===== config.mk =====
export PLATFORM = sky130hd
export DESIGN_NAME = io_window_decoder
export DESIGN_NICKNAME = d
export VERILOG_FILES = /design/src/rtl/io_window_decoder.sv
export SDC_FILE = /design/constraint.sdc
export NUM_CORES = 1
export LEC_CHECK = 0
export ABC_CLOCK_PERIOD_IN_PS = 5000
export BUFFER_PORTS_ARGS = -buffer_cell sky130_fd_sc_hd__buf_2
export CELL_PAD_IN_SITES_DETAIL_PLACEMENT = 0
export CELL_PAD_IN_SITES_GLOBAL_PLACEMENT = 1
export CORE_ASPECT_RATIO = 0.9
export CORE_MARGIN = 5
export CORE_UTILIZATION = 25
export CTS_CLUSTER_DIAMETER = 150
export DETAILED_ROUTE_END_ITERATION = 12
export GPL_TIMING_DRIVEN = 0
export PLACE_DENSITY = 0.52
export SETUP_SLACK_MARGIN = 0.02
export SLEW_MARGIN = 25
export SYNTH_ARGS = -nofsm -noshare
export SYNTH_HDL_FRONTEND = slang
export SYNTH_SLANG_ARGS = --single-unit
export TNS_END_PERCENT = 1

===== constraint.sdc =====
create_clock -name clk -period 5 [get_ports clk]
set_input_delay 1 -clock clk [delete_from_list [all_inputs] [get_ports clk]]
set_output_delay 1 -clock clk [all_outputs]
set_load 0.005 [all_outputs]

===== src/rtl/io_window_decoder.sv =====
module io_window_decoder (
  input  logic        clk,
  input  logic        rst_n,
  input  logic [3:0]  reg_addr,
  input  logic        reg_we,
  input  logic [7:0]  reg_wdata,
  output logic [7:0]  reg_rdata,
  input  logic [15:0] io_addr,
  input  logic        card_cs16,
  output logic        io_hit,
  output logic        io_win,
  output logic        io_wide,
  output logic        io_card_sel,
  output logic [1:0]  io_wait
);

  logic [15:0] first0, last0, first1, last1;
  logic [7:0]  attr;
  logic [1:0]  en;

  always_ff @(posedge clk or negedge rst_n) begin
    if (!rst_n) begin
      first0 <= '0; last0 <= '0; first1 <= '0; last1 <= '0;
      attr   <= '0; en    <= '0;
    end else if (reg_we) begin
      case (reg_addr)
        4'd0: first0[7:0]  <= reg_wdata;
        4'd1: first0[15:8] <= reg_wdata;
        4'd2: last0[7:0]   <= reg_wdata;
        4'd3: last0[15:8]  <= reg_wdata;
        4'd4: first1[7:0]  <= reg_wdata;
        4'd5: first1[15:8] <= reg_wdata;
        4'd6: last1[7:0]   <= reg_wdata;
        4'd7: last1[15:8]  <= reg_wdata;
        4'd8: attr         <= reg_wdata;
        4'd9: en           <= reg_wdata[1:0];
        default: ;
      endcase
    end
  end

  always_comb begin
    case (reg_addr)
      4'd0: reg_rdata = first0[7:0];
      4'd1: reg_rdata = first0[15:8];
      4'd2: reg_rdata = last0[7:0];
      4'd3: reg_rdata = last0[15:8];
      4'd4: reg_rdata = first1[7:0];
      4'd5: reg_rdata = first1[15:8];
      4'd6: reg_rdata = last1[7:0];
      4'd7: reg_rdata = last1[15:8];
      4'd8: reg_rdata = attr;
      4'd9: reg_rdata = {6'b0, en};
      default: reg_rdata = 8'h00;
    endcase
  end

  logic m0, m1;
  logic [3:0] nib;

  assign m0 = en[0] && (io_addr >= first0) && (io_addr <= last0);
  assign m1 = en[1] && (io_addr >= first1) && (io_addr <= last1);

  assign io_hit = m0 | m1;
  assign io_win = !m0 && m1;
  assign nib    = !io_hit ? 4'h0 : (m0 ? attr[3:0] : attr[7:4]);

  assign io_card_sel = nib[1];
  assign io_wide     = nib[1] ? (io_hit && card_cs16) : nib[0];
  assign io_wait     = nib[2] ? 2'd1 : (nib[3] ? 2'd2 : 2'd0);

endmodule


# [Yosys cells after proc, flatten, opt, wreduce, memory -nomap -nowiden]
# Index checks and enable logic that the tools add are counted.
[word_totals] ff_bits=74 output_inout_bits=14 word_cells=48
[op_classes] magnitude_cmp=4 eq_ne=9 mux=6 bitwise=1 n_reduce_logical=18
[op_table] operator="one-hot mux 8 bit (10 select lines)" n=1
[op_table] operator=">= comparator 16 bit" n=2
[op_table] operator="<= comparator 16 bit" n=2
[op_table] operator="AND reduction 2 bit" n=10
[op_table] operator="== test 4 x 3 -> 1 bit, second input constant" n=4
[op_table] operator="== test 4 x 2 -> 1 bit, second input constant" n=2
[op_table] operator="== test 4 bit, second input constant" n=2
[op_table] operator="2-to-1 mux 4 bit" n=2
[op_table] operator="logical AND 1 bit" n=6
[op_table] operator="== test 4 x 1 -> 1 bit, second input constant" n=1
[op_table] operator="logical NOT 4 bit" n=1
[op_table] operator="2-to-1 mux 2 bit" n=2
[op_table] operator="logical NOT 1 bit" n=1
[op_table] operator="2-to-1 mux 1 bit" n=1
[op_table] operator="OR 1 bit" n=1

# [Logic depth before layout (Yosys ltp)]
# Gate-level depths: netlist (run 1).
[logic_depth] word_depth=7 depth_mapped=9 mapped_depth_nobuf=8

# [Least setup slack after synthesis (run 1)]
# Ideal clock, no wire load.
[synth_path] kind="input -> output" from="in io_addr[0]" to="out io_wait[1]" arrival_time_ns=2.911 t_required_ns=4.000 slack_ns=1.089 stages=9 path_cell_list="inv_1 -> ha_1 -> nand2b_1 -> a2111oi_0 -> o32ai_1 -> o41a_1 -> and3_4 -> buf_6 -> o41ai_4"
[synth_between] elab_chain_len=7 word_cells_on_any_way=13 cone_classes="order compare (4); mux (4); bitwise (1); reduce/logical (4)"
[synth_rtl] element="start: declaration" line_no="8" text="input logic [15:0] io_addr,"
[synth_rtl] element=">= comparator 16 bit (on tied branches)" line_no="61, 62"
[synth_rtl] element="logical AND 1 bit (on tied branches) (2 in series)" line_no="61, 62"
[synth_rtl] element="2-to-1 mux 4 bit or OR 1 bit (tied branches)" line_no="66, 64"
[synth_rtl] element="2-to-1 mux 4 bit (*)" line_no="66" text="assign nib = !io_hit ? 4'h0 : (m0 ? attr[3:0] : attr[7:4]);"
[synth_rtl] element="2-to-1 mux 2 bit" line_no="70" text="assign io_wait = nib[2] ? 2'd1 : (nib[3] ? 2'd2 : 2'd0);"
[synth_rtl] element="2-to-1 mux 2 bit (*)" line_no="70"
[synth_rtl] element="end: declaration" line_no="14" text="output logic [1:0] io_wait"
# Mark *: on every way between the ends. The rest lies on a longest branch, timed or not.

# [Final worst setup path (run 1)]
[layout_path] from="in io_addr[0]" to="out io_wait[0]"
[layout_between] elab_chain_len=6 word_cells_on_any_way=12 cone_classes="order compare (4); mux (3); bitwise (1); reduce/logical (4)"
[layout_rtl] element=">= comparator 16 bit (on tied branches)" line_no="61, 62"
[layout_rtl] element="logical AND 1 bit (on tied branches) (2 in series)" line_no="61, 62"
[layout_rtl] element="2-to-1 mux 4 bit or OR 1 bit (tied branches)" line_no="66, 64"
[layout_rtl] element="2-to-1 mux 4 bit (*)" line_no="66"
[layout_rtl] element="2-to-1 mux 2 bit (*)" line_no="70"
# Marks and branches as above.

==> impl_metrics.env, run 1 <==
export IMPL_yosysSeqAreaShare_pct=36.3
export IMPL_rows=49
export IMPL_synth_area_mm2=0.00509
export IMPL_path_max_fanout=6
export IMPL_crit_chain="buf_2 -> inv_1 -> ha_1 -> nand2b_1 -> a2111oi_0 -> o32ai_1 -> o41a_1 -> and3_4 -> buf_6 -> o31ai_1 -> buf_2"
export IMPL_finalCriticalPeriod_ps=4630
export IMPL_final_max_slew_viol_count=0
export IMPL_yosysUniqueCellTypes=50
export IMPL_numPortBuffers=36
export IMPL_crit_family="compound AO/OA/AOI/OAI gates"
export IMPL_status="finished, final reports clean"
export IMPL_yosys_warnings=0
export IMPL_antenna_cells=0
export IMPL_overflow=0
export IMPL_critPathLaunchType="input pin"
export IMPL_cp_num_buf_inv=4
export IMPL_synthTopCellsByArea="dfrtp_1 (36%), ha_1 (16%), mux2_2 (9.5%)"
export IMPL_cp_end_kind="output pin"
export IMPL_yosysMostFrequentCell="dfrtp_1"
export IMPL_vias_per_cell=5.03
export IMPL_maxSlewHeadroom_pct=37.5
export IMPL_wirelength_um=18100
export IMPL_syn_nets=640
export IMPL_fill_cells=2096
export IMPL_grt_pass1_wl_um=27600
export IMPL_cts_hold_buf=0
export IMPL_drtIter0Drc=235
export IMPL_synth_area_per_cell_um2=9.37
export IMPL_cp_slowest_cell="a2111oi_0"
export IMPL_drive_above_1_share_pct=18.4
export IMPL_final_nets=688
export IMPL_grtUsageTotal_pct=15.8
export IMPL_p_total_mw=2.34
export IMPL_cts_clk_slew_worst_paths_ps=60
export IMPL_cts_max_level=3
export IMPL_syn2layout_area_growth_pct=17.4
export IMPL_synth_ff_type="dfrtp_1"
export IMPL_gp_congestion=0.874
export IMPL_num_vias=4288
export IMPL_synth_top_area_share_pct=36.3
export IMPL_fp_dieW_um=160
export IMPL_die_h_um=145
export IMPL_holdCritPathClass="reg -> reg"
export IMPL_fin_tns_setup_ps=0
export IMPL_whs_ps=505
export IMPL_max_cap_violations=0
export IMPL_ys_ff_latch=74
export IMPL_cts_max_path_buffers=2
export IMPL_start_util_pct=25.4
export IMPL_root_buffer="clkbuf_16"
export IMPL_pwr_density_cell_mw_per_mm2=391
export IMPL_rsz0062_at_grt="false"
export IMPL_path_class="in -> out"
export IMPL_ios=46
export IMPL_fin_crit_sh_pct=92.6
export IMPL_finalSetupViolations=0
export IMPL_worstPathRequired_ps=4000
export IMPL_finalHoldViolations=0
export IMPL_maxClockFrequency_ghz=0.216
export IMPL_worstSkewPairLatency_ps=350
export IMPL_synth_edf_count=0
export IMPL_drc=0
export IMPL_synthesis_instances=544
export IMPL_dieArea_mm2=0.0233
export IMPL_skew_ps=0
export IMPL_max_vdd_ir_drop_mv=0.139
export IMPL_core_mm2=0.0200
export IMPL_ys_async_sr_fraction_pct=100
export IMPL_synth_common_cells="dfrtp_1 (74), inv_1 (67), ha_1 (64)"
export IMPL_cts_setup_buffers=0
export IMPL_grt_max_degree=47
export IMPL_max_slew_worst_pin_slew_ps=931
export IMPL_synth_top_area_cell="dfrtp_1"
export IMPL_cpPeakStageDelay_ps=580
export IMPL_tritoncts="yes"
export IMPL_post_place_ws_ps=336
export IMPL_grt_pass1_vias=4372
export IMPL_numCtsBuffers=9
export IMPL_antenna_found_initial=0
export IMPL_drt_antenna_violating_nets=0
export IMPL_cts_resized=0
export IMPL_firstDrtPassIters=5
export IMPL_critPathMostFrequentCell="buf_2"
export IMPL_wl_per_cell_um=21.2
export IMPL_p_leak_nw=2.73
export IMPL_crit_arrival_ps=3630
export IMPL_worst_slack_ps=368
export IMPL_place_hpwl_um=14400
export IMPL_cts_sinks=74
-- cell families after synthesis --
family,count (synthesis),synth area share [%]
buffers and inverters,93,7.15
AND/OR/NAND/NOR,136,12.9
flip-flops,74,36.3
multiplexers,52,12.0
adder cells (fa/ha/maj),64,15.7
AO/OA/AOI/OAI,125,15.9
-- layout by cell type (no fill, tap or decap), drive strengths merged, types with 15 or more instances in the layout --
| master | netlist | final |
|---|---|---|
| nand2 | 61 | 61 |
| dfrtp | 74 | 74 |
| mux2 | 43 | 43 |
| ha | 64 | 64 |
| buf | 7 | 44 |
| nand4 | 15 | 15 |
| a21oi | 28 | 28 |
| clkbuf | 19 | 29 |
| inv | 67 | 68 |
| o21ai | 43 | 43 |
-- registers in the layout, indices dropped and copies added (netlist names) --
name / count
attr: 8
en: 2
first0: 16
first1: 16
last0: 16
last1: 16
-- per-layer routing --
metal,wire [um],global-route usage [%],share of wire [%]
met1,9220,23.5,51
met2,7800,23.7,43
met3,907,3.23,5.0
met4,157,3.01,0.87
met5,0,0,0
-- cell type report --
type                    count  area, um2  share of cell area (%)
inverters                  67        251                    4.21
clock buffers              10        239                    4.00
multi-input cells         377       2890                    48.2
well taps                 255        319                    5.33
clock inverters             6        111                    1.86
flip-flops and latches     74       1850                    31.0
plain buffers              26        113                    1.88
repair buffers             37        210                    3.51
-- final timing paths --
path / startpoint / endpoint / slack (ps) / cells after the start
worst max-delay path: io_addr[0] / io_wait[0] / 370 / 11
worst min-delay path: first0[9]$_DFFE_PN0P_ / first0[9]$_DFFE_PN0P_ / 500 / 1
worst max register to register: attr[1]$_DFFE_PN0P_ / attr[1]$_DFFE_PN0P_ / 4170 / 1
worst min register to register: first0[9]$_DFFE_PN0P_ / first0[9]$_DFFE_PN0P_ / 500 / 1
max in group asynchronous: rst_n / first1[10]$_DFFE_PN0P_ / 3790 / 2
min in group asynchronous: rst_n / first1[5]$_DFFE_PN0P_ / 590 / 1
-- power by group --
group	total [mW]	leakage (nW)	internal (mW)	switching [mW]
registers	0.869	0.897	0.741	0.129
clock network	0.779	0.169	0.502	0.277
logic	0.691	1.66	0.301	0.390
-- per-stage QoR --
step | util (%) | cell area (um2) | std cells
2_1_floorplan | - | 5090 | 544
3_3_place_gp | 27.9 | 5590 | 835
3_5_place_dp | 28.1 | 5630 | 836
4_1_cts | 29.8 | 5980 | 852
5_1_grt | 29.8 | 5980 | 852
6_report | 29.8 | 5980 | 852
(Power assumes the default switching activity.)
==> run 2: changes to the inputs <==
--- a/config.mk
+++ b/config.mk
@@ -12,10 +12,12 @@
 export CORE_ASPECT_RATIO = 0.9
 export CORE_MARGIN = 5
 export CORE_UTILIZATION = 25
+export CTS_BUF_LIST = sky130_fd_sc_hd__clkbuf_2
 export CTS_CLUSTER_DIAMETER = 150
 export DETAILED_ROUTE_END_ITERATION = 12
 export GPL_TIMING_DRIVEN = 0
-export PLACE_DENSITY = 0.52
+export PLACE_DENSITY = 0.49
+export RECOVER_POWER = 100
 export SETUP_SLACK_MARGIN = 0.02
 export SLEW_MARGIN = 25
 export SYNTH_ARGS = -nofsm -noshare
==> impl_metrics.env, run 2 (synthesis gave the netlist of run 1 again) <==
export IMPL_max_cap_violations=1
export IMPL_worst_r2r_cell_count=1
export IMPL_cts_sinks=74
export IMPL_fin_crit_sh_pct=92.5
export IMPL_holdCritPathClass="reg -> reg"
export IMPL_dieArea_mm2=0.0233
export IMPL_worstPathRequired_ps=4000
export IMPL_post_route_util_pct=28.5
export IMPL_status="finished, violations left"
export IMPL_overflow=0
export IMPL_worstReg2RegStart="first0[3]$_DFFE_PN0P_"
export IMPL_die_h_um=145
export IMPL_cts_clk_slew_worst_paths_ps=200
export IMPL_skew_ps=0
export IMPL_wl_per_cell_um=21.8
export IMPL_antenna_cells=0
export IMPL_placed_area_mm2=0.00562
export IMPL_crit_arrival_ps=3630
export IMPL_path_max_fanout=6
export IMPL_drc=0
export IMPL_numCtsBuffers=9
export IMPL_gp_congestion=0.831
export IMPL_cts_max_level=3
export IMPL_worstSkewPairLatency_ps=590
export IMPL_cp_end_kind="output pin"
export IMPL_root_buffer="clkbuf_2"
export IMPL_final_common_cell="dfrtp_1"
export IMPL_finalHoldViolations=0
export IMPL_tritoncts="yes"
export IMPL_num_vias=4298
export IMPL_whs_ps=551
export IMPL_fin_tns_setup_ps=0
export IMPL_final_nets=688
export IMPL_firstDrtPassIters=5
export IMPL_wirelength_um=18600
export IMPL_violations="max-capacitance violations, max-slew violations"
export IMPL_grt_pass1_wl_um=27800
export IMPL_syn2layout_area_growth_pct=12.0
export IMPL_max_vdd_ir_drop_mv=0.137
export IMPL_cts_resized=0
export IMPL_final_cell_mix="dfrtp_1 (74), inv_1 (67), ha_1 (64)"
export IMPL_max_slew_worst_pin_slew_ps=1970
export IMPL_grt_max_degree=45
export IMPL_start_util_pct=25.4
export IMPL_grt_pass1_vias=4308
export IMPL_pwr_density_cell_mw_per_mm2=334
export IMPL_core_mm2=0.0200
export IMPL_vias_per_cell=5.04
export IMPL_final_max_slew_viol_count=31
export IMPL_drive_above_1_share_pct=15.4
export IMPL_place_hpwl_um=14800
export IMPL_hp_start="first0[9]$_DFFE_PN0P_"
export IMPL_whs_endpoint="first0[9]$_DFFE_PN0P_"
export IMPL_rows=49
export IMPL_drt_antenna_violating_nets=0
export IMPL_design_area_mm2=0.00571
export IMPL_maxClockFrequency_ghz=0.216
export IMPL_critPathLaunchType="input pin"
export IMPL_holdPathStages=1
export IMPL_drtIter0Drc=329
export IMPL_antenna_found_initial=0
export IMPL_fill_cells=2178
export IMPL_rsz0062_at_grt="false"
export IMPL_post_place_ws_ps=368
export IMPL_cts_hold_buf=0
export IMPL_fp_dieW_um=160
export IMPL_cts_max_path_buffers=2
export IMPL_worstReg2RegEnd="first0[3]$_DFFE_PN0P_"
export IMPL_finalSetupViolations=0
export IMPL_maxSlewHeadroom_pct=-31.5
export IMPL_ios=46
export IMPL_reg2reg_slack_ps=4140
export IMPL_numPortBuffers=36
export IMPL_grtUsageTotal_pct=16.1
export IMPL_p_leak_nw=2.58
export IMPL_path_class="in -> out"
export IMPL_finalCriticalPeriod_ps=4630
export IMPL_cts_setup_buffers=0
export IMPL_worst_slack_ps=373
## run 2: critical path, stage by stage
cell and delay (ps):
buf_2 90, inv_1 140, ha_1 260, nand2b_1 150, a2111oi_0 570, o32ai_1 220
o41a_1 430, and3_1 210, buf_6 130, o41ai_4 270, clkbuf_1 150
## run 2: worst max path at each step
stage                               to  depth (start not counted)         from
final                       io_wait[1]                         11   io_addr[0]
after global routing      reg_rdata[2]                          8  reg_addr[2]
after CTS                   io_wait[1]                         11   io_addr[0]
after detailed placement    io_wait[1]                         11   io_addr[0]
after global placement      io_wait[1]                         11   io_addr[0]
after floorplan             io_wait[1]                          9   io_addr[0]
## run 2: layout make-up
type | count | area (um2) | share of cell area (%)
inverter | 67 | 251 | 4.41
buffer | 26 | 110 | 1.93
multi-input combinational | 377 | 2870 | 50.4
clock buffer | 10 | 50.0 | 0.877
tap | 255 | 319 | 5.59
timing repair buffer | 37 | 193 | 3.38
sequential | 74 | 1850 | 32.5
clock inverter | 6 | 56.3 | 0.987
## run 2: power by group
group,switching (mW),internal [mW]
logic,0.392,0.296
registers,0.135,0.738
clock network,0.227,0.114
total,0.755,1.15
## run 2: layer usage
metal | vias to the layer above | track usage, % | part of all wire [%] | wire (um)
met5 | - | 0 | 0 | 0
met4 | 0 | 3.96 | 1.2 | 223
met3 | 13 | 3.12 | 4.2 | 786
li1 | 2049 | - | - | -
met1 | 2147 | 23.3 | 50 | 9270
met2 | 89 | 24.6 | 45 | 8320
## run 2: stage by stage
stage | power (mW) | std cells
finish | 1.90 | 852
global route | 2.05 | 852
CTS | 1.93 | 852
detailed placement | 1.58 | 836
global placement | 1.56 | 835
floorplan | 1.29 | 544
